===== config.mk =====
export PLATFORM = sky130hd
export DESIGN_NAME = xirq_edge_unit
export DESIGN_NICKNAME = d
export VERILOG_FILES = /design/src/rtl/xirq_pkg.sv /design/src/rtl/xirq_sync.sv /design/src/rtl/xirq_detect.sv /design/src/rtl/xirq_edge_unit.sv
export SDC_FILE = /design/constraint.sdc
export NUM_CORES = 1
export LEC_CHECK = 0
export BUFFER_PORTS_ARGS = -buffer_cell sky130_fd_sc_hd__buf_2
export CAP_MARGIN = 5
export CORE_MARGIN = 1.5
export CORE_UTILIZATION = 54
export CTS_BUF_LIST = sky130_fd_sc_hd__clkbuf_16
export DETAILED_ROUTE_END_ITERATION = 7
export PLACE_DENSITY = 0.8
export REMOVE_ABC_BUFFERS = 1
export SKIP_CTS_REPAIR_TIMING = 1
export SYNTH_ARGS = -nofsm -noshare
export SYNTH_HDL_FRONTEND = slang
export SYNTH_SLANG_ARGS = --single-unit

===== constraint.sdc =====
create_clock -name clk -period 3.6 [get_ports clk]
set_input_delay 0.54 -clock clk [delete_from_list [all_inputs] [get_ports clk]]
set_output_delay 0.54 -clock clk [all_outputs]
set_load 0.05 [all_outputs]

===== src/rtl/xirq_pkg.sv =====
package xirq_pkg;
    typedef enum logic [1:0] {
        TRIG_LEVEL = 2'b00,
        TRIG_RISE  = 2'b01,
        TRIG_FALL  = 2'b10,
        TRIG_BOTH  = 2'b11
    } trig_e;

    localparam int ADDR_W = 3;
    localparam logic [ADDR_W-1:0] ADR_MODE = 3'd0;
    localparam logic [ADDR_W-1:0] ADR_DIR  = 3'd1;
    localparam logic [ADDR_W-1:0] ADR_IEN  = 3'd2;
    localparam logic [ADDR_W-1:0] ADR_FLAG = 3'd3;
    localparam logic [ADDR_W-1:0] ADR_PIN  = 3'd4;
endpackage


===== src/rtl/xirq_sync.sv =====
module xirq_sync #(
    parameter int W      = 8,
    parameter int STAGES = 2
) (
    input  logic         clk,
    input  logic         rst_n,
    input  logic [W-1:0] din,
    output logic [W-1:0] dout
);
    logic [STAGES-1:0][W-1:0] stg_d, stg_q;

    always_comb begin
        stg_d[0] = din;
        for (int i = 1; i < STAGES; i++) begin
            stg_d[i] = stg_q[i-1];
        end
    end

    always_ff @(posedge clk or negedge rst_n) begin
        if (!rst_n) stg_q <= '1;
        else        stg_q <= stg_d;
    end

    assign dout = stg_q[STAGES-1];
endmodule


===== src/rtl/xirq_detect.sv =====
module xirq_detect
    import xirq_pkg::*;
#(
    parameter int NPIN = 8
) (
    input  logic              clk,
    input  logic              rst_n,
    input  logic [NPIN-1:0]   sync_i,
    input  logic [2*NPIN-1:0] mode_i,
    output logic [NPIN-1:0]   evt_o,
    output logic [NPIN-1:0]   lvl_act_o,
    output logic [NPIN-1:0]   is_lvl_o
);
    logic [NPIN-1:0] prev_d, prev_q;

    always_comb begin
        prev_d = sync_i;
        for (int p = 0; p < NPIN; p++) begin
            logic rise, fall;
            rise = sync_i[p] & ~prev_q[p];
            fall = ~sync_i[p] & prev_q[p];
            is_lvl_o[p]  = (trig_e'(mode_i[2*p +: 2]) == TRIG_LEVEL);
            lvl_act_o[p] = ~sync_i[p];
            case (trig_e'(mode_i[2*p +: 2]))
                TRIG_RISE: evt_o[p] = rise;
                TRIG_FALL: evt_o[p] = fall;
                TRIG_BOTH: evt_o[p] = rise | fall;
                default:   evt_o[p] = 1'b0;
            endcase
        end
    end

    always_ff @(posedge clk or negedge rst_n) begin
        if (!rst_n) prev_q <= '1;
        else        prev_q <= prev_d;
    end
endmodule


===== src/rtl/xirq_edge_unit.sv =====
module xirq_edge_unit
    import xirq_pkg::*;
#(
    parameter int NPIN        = 8,
    parameter int SYNC_STAGES = 2
) (
    input  logic              clk,
    input  logic              rst_n,
    input  logic [NPIN-1:0]   pins_i,
    input  logic              wr_en_i,
    input  logic [2:0]        wr_addr_i,
    input  logic [2*NPIN-1:0] wr_data_i,
    input  logic [2:0]        rd_addr_i,
    output logic [2*NPIN-1:0] rd_data_o,
    output logic [NPIN-1:0]   irq_o,
    output logic [NPIN-1:0]   dir_o
);
    localparam int DW = 2 * NPIN;
    localparam logic [NPIN-1:0] LIVE_MASK = {{(NPIN-1){1'b1}}, 1'b0};
    localparam logic [DW-1:0]   MODE_MASK = {{(DW-2){1'b1}}, 2'b00};

    typedef struct packed {
        logic [DW-1:0]   mode;
        logic [NPIN-1:0] dir;
        logic [NPIN-1:0] ien;
        logic [NPIN-1:0] flag;
    } regs_t;

    regs_t st_d, st_q;
    logic [NPIN-1:0] pin_s, evt, lvl_act, is_lvl, clr;

    xirq_sync #(.W(NPIN), .STAGES(SYNC_STAGES)) u_sync (
        .clk  (clk),
        .rst_n(rst_n),
        .din  (pins_i),
        .dout (pin_s)
    );

    xirq_detect #(.NPIN(NPIN)) u_det (
        .clk      (clk),
        .rst_n    (rst_n),
        .sync_i   (pin_s),
        .mode_i   (st_q.mode),
        .evt_o    (evt),
        .lvl_act_o(lvl_act),
        .is_lvl_o (is_lvl)
    );

    always_comb begin
        st_d = st_q;
        clr  = '0;
        if (wr_en_i) begin
            case (wr_addr_i)
                ADR_MODE: st_d.mode = wr_data_i & MODE_MASK;
                ADR_DIR:  st_d.dir  = wr_data_i[NPIN-1:0] & LIVE_MASK;
                ADR_IEN:  st_d.ien  = wr_data_i[NPIN-1:0] & LIVE_MASK;
                ADR_FLAG: clr       = wr_data_i[NPIN-1:0];
                default:  ;
            endcase
        end
        for (int p = 0; p < NPIN; p++) begin
            if (is_lvl[p]) st_d.flag[p] = lvl_act[p];
            else           st_d.flag[p] = (st_q.flag[p] & ~clr[p]) | evt[p];
        end
        st_d.flag = st_d.flag & LIVE_MASK;
    end

    always_ff @(posedge clk or negedge rst_n) begin
        if (!rst_n) st_q <= '0;
        else        st_q <= st_d;
    end

    always_comb begin
        case (rd_addr_i)
            ADR_MODE: rd_data_o = st_q.mode;
            ADR_DIR:  rd_data_o = {{(DW-NPIN){1'b0}}, st_q.dir};
            ADR_IEN:  rd_data_o = {{(DW-NPIN){1'b0}}, st_q.ien};
            ADR_FLAG: rd_data_o = {{(DW-NPIN){1'b0}}, st_q.flag};
            ADR_PIN:  rd_data_o = {{(DW-NPIN){1'b0}}, pin_s & LIVE_MASK};
            default:  rd_data_o = '0;
        endcase
    end

    assign irq_o = st_q.flag & st_q.ien;
    assign dir_o = st_q.dir;
endmodule


==> results_dict.tcl <==
set metrics [dict create \
    drc 0 \
    grt-ovfl-total 0 \
    syn_area_um2 2840 \
    netlist_instances 233 \
    worst_slew_pin_slew_ns 1.03 \
    endpoint "rd_data_o[4]" \
    p_total_w 0.00194 \
    grt_usage 0.215 \
    seq_area_frac_synth 0.503 \
    finClkSkew_ns 0.00321 \
    maxCapViolCount 0 \
    final_util 0.652 \
    fmax_mhz 374 \
    path_class "in -> out" \
    drive_gt1_frac 0.453 \
    syn2layout_area_growth_pct 16.6 \
    finalSetupViolations 0 \
    cp_num_buf_inv 2 \
    final_common_cell "buf_2" \
    fp.dieH_um 75.5 \
    wirelength_mm 5.55 \
    grt_pass1_vias 1849 \
    grt_pass1_wl_mm 8.87 \
    worst_path_max_delay_cell "nor2b_1" \
    clockRootBuffer "clkbuf_16" \
    finalCritPeriodShare 0.742 \
    r2r_start "u_sync.dout[7]" \
    crit_top_cell "buf_2" \
    fin_tns_setup_ns 0 \
    die-area_um2 5700 \
    synth-seq-cells 56 \
    initial_core_util 0.559 \
    crit_chain "buf_2, nor2b_1, a22oi_1, o21ai_0, buf_2" \
    drt-initial-drc-count 106 \
    relSlewSlack 0.312 \
    hold_violations 0 \
    ioPinCount 65 \
    avgRoutedWirePerCell_um 15.5 \
    critPathTopFamily "simple AND/OR/NAND/NOR gates" \
    drt_pass1_iterations 4 \
    worst-path-stages 5 \
    yosysWarningCount 0 \
    p_leak_nw 1.55 \
    r2r-end "st_q[7]" \
    avgViaCountPerCell 5.41 \
    num_vias 1942 \
    h-tree-depth 2 \
    fp.dieW_um 75.5 \
    setup.worst_path.start "rd_addr_i[0]" \
    crit_required_ns 3.06 \
    clk_latency_ns 0.29 \
    clk_path_buf_depth 2 \
    end_kind "primary output" \
    start_kind "input port" \
    grt_max_degree 50 \
    layout.nets 335 \
    cp_max_fo 12 \
    synth_cell_type_count 32 \
    ir_drop_mv 0.316 \
    worst_hold_slack_ns 0.346 \
    antenna_cells 0 \
    antenna_found_initial 0 \
    clock-sinks 56 \
    rows 26 \
    core_um2 5070 \
    stdcell_count 359 \
    layout_min_cycle_time_ns 2.67 \
    port_buffers 59 \
    hpwl_mm 4.05 \
    slowest_delay_ns 0.59 \
    status "completed" \
    powerDensity_nw_per_um2 587 \
    cts_tree "built" \
    grt_setup_unrepaired "no" \
    maxSlewViolCount 0 \
    r2r_setup_slack_ns 1.85 \
    rr_worst_depth 5 \
    layout_common_cells "59 x buf_2, 35 x dfrtp_1, 27 x mux2_2, 21 x dfstp_2, 20 x inv_1" \
    gp_congestion 0.735 \
    syn_avg_cell_area_um2 12.2 \
    clkTransAtPathRegs_ns 0.07 \
    cts_buffers 5 \
    placed_cells 351 \
    hp-class "in -> reg" \
    worstPathArrival_ns 2.13 \
    drtAntennaViolNets 0 \
]
==> worst reg2reg max path, stage by stage (launching register included) <==
cell     delay, ns
dfstp_2       0.56
inv_1         0.08
ha_1          0.28
inv_1         0.04
mux4_2        0.47
a31o_2        0.22
==> per-layer routing <==
layer  share of wire  global-route usage
met1            0.43               0.287
met2            0.52               0.361
met3           0.043              0.0397
met4          0.0034              0.0615
met5               0                   0
==> area by class of cell <==
type / count / area (um^2)
Multi-Input combinational cell: 142 / 1230
Inverter: 20 / 75.1
Clock inverter: 3 / 37.5
Tap cell: 70 / 87.6
Sequential cell: 56 / 1430
Fill cell: 416 / 1770
Timing Repair Buffer: 63 / 325
Clock buffer: 5 / 125
==> worst min path at each step <==
stage	startpoint	cells after the start	to	slack, ns
finish	pins_i[4]	1	u_sync.stg_d[12]	0.35
global route	pins_i[6]	1	u_sync.stg_d[14]	0.33
CTS	pins_i[3]	1	u_sync.stg_d[11]	0.34
detailed placement	u_sync.stg_d[11]	0	u_sync.dout[3]	0.35
global placement	u_sync.stg_d[14]	0	u_sync.dout[6]	0.35
floorplan	rst_n	0	dir_o[1]	0.24
==> flip-flops by register name, summed over array words and instances, names as in the netlist <==
name          cells
st_q             28
dir_o             7
u_det.prev_q      7
u_sync.dout       7
u_sync.stg_d      7
==> where the power goes <==
part / internal [W] / total [W] / switching [W]
sequential: 0.000747 / 0.000845 / 0.0000980
clock: 0.000323 / 0.000530 / 0.000207
combinational: 0.000216 / 0.000567 / 0.000352
==> cells in the mapped netlist <==
cell / count / area [um^2]
nor2_1: 5 / 18.8
o21ai_0: 15 / 75.1
or3_1: 5 / 31.3
dfrtp_1: 35 / 876
a22oi_1: 6 / 45.0
nor4bb_1: 1 / 10.0
buf_6: 1 / 11.3
mux4_2: 3 / 67.6
and4bb_2: 1 / 12.5
buf_2: 3 / 15.0
and2_1: 19 / 119
mux2_2: 27 / 304
a32o_1: 2 / 20.0
nand2b_1: 2 / 12.5
nor4b_4: 1 / 23.8
buf_4: 10 / 75.1
nand2_1: 11 / 41.3
nor2b_1: 3 / 18.8
inv_1: 20 / 75.1
o221ai_1: 2 / 17.5
clkbuf_1: 3 / 11.3
and4b_1: 1 / 10.0
a2bb2oi_1: 1 / 8.76
conb_1: 1 / 3.75
mux2_4: 6 / 90.1
o211ai_1: 2 / 15.0
dfstp_2: 21 / 552
a32oi_1: 6 / 52.6
a31o_2: 3 / 26.3
ha_1: 14 / 175
nor3_1: 1 / 5.00
a211o_1: 2 / 17.5
==> cell families after synthesis <==
family	count (synthesis)	share of synthesized area
AOI/OAI and AO/OA	39	0.0979
adders and majority gates	14	0.0618
buffers and inverters	37	0.0662
DFF	56	0.503
muxes	36	0.163
other	1	0.00132
and+or+nand+nor	50	0.107
==> stage by stage <==
step	instance area, um^2	setup WS [ns]
2_1_floorplan	2730	0.963
3_3_place_gp	3140	0.957
3_5_place_dp	3140	0.926
4_1_cts	3310	0.904
5_1_grt	3310	0.825
6_report	3310	0.928
(Power assumes the default switching activity.)
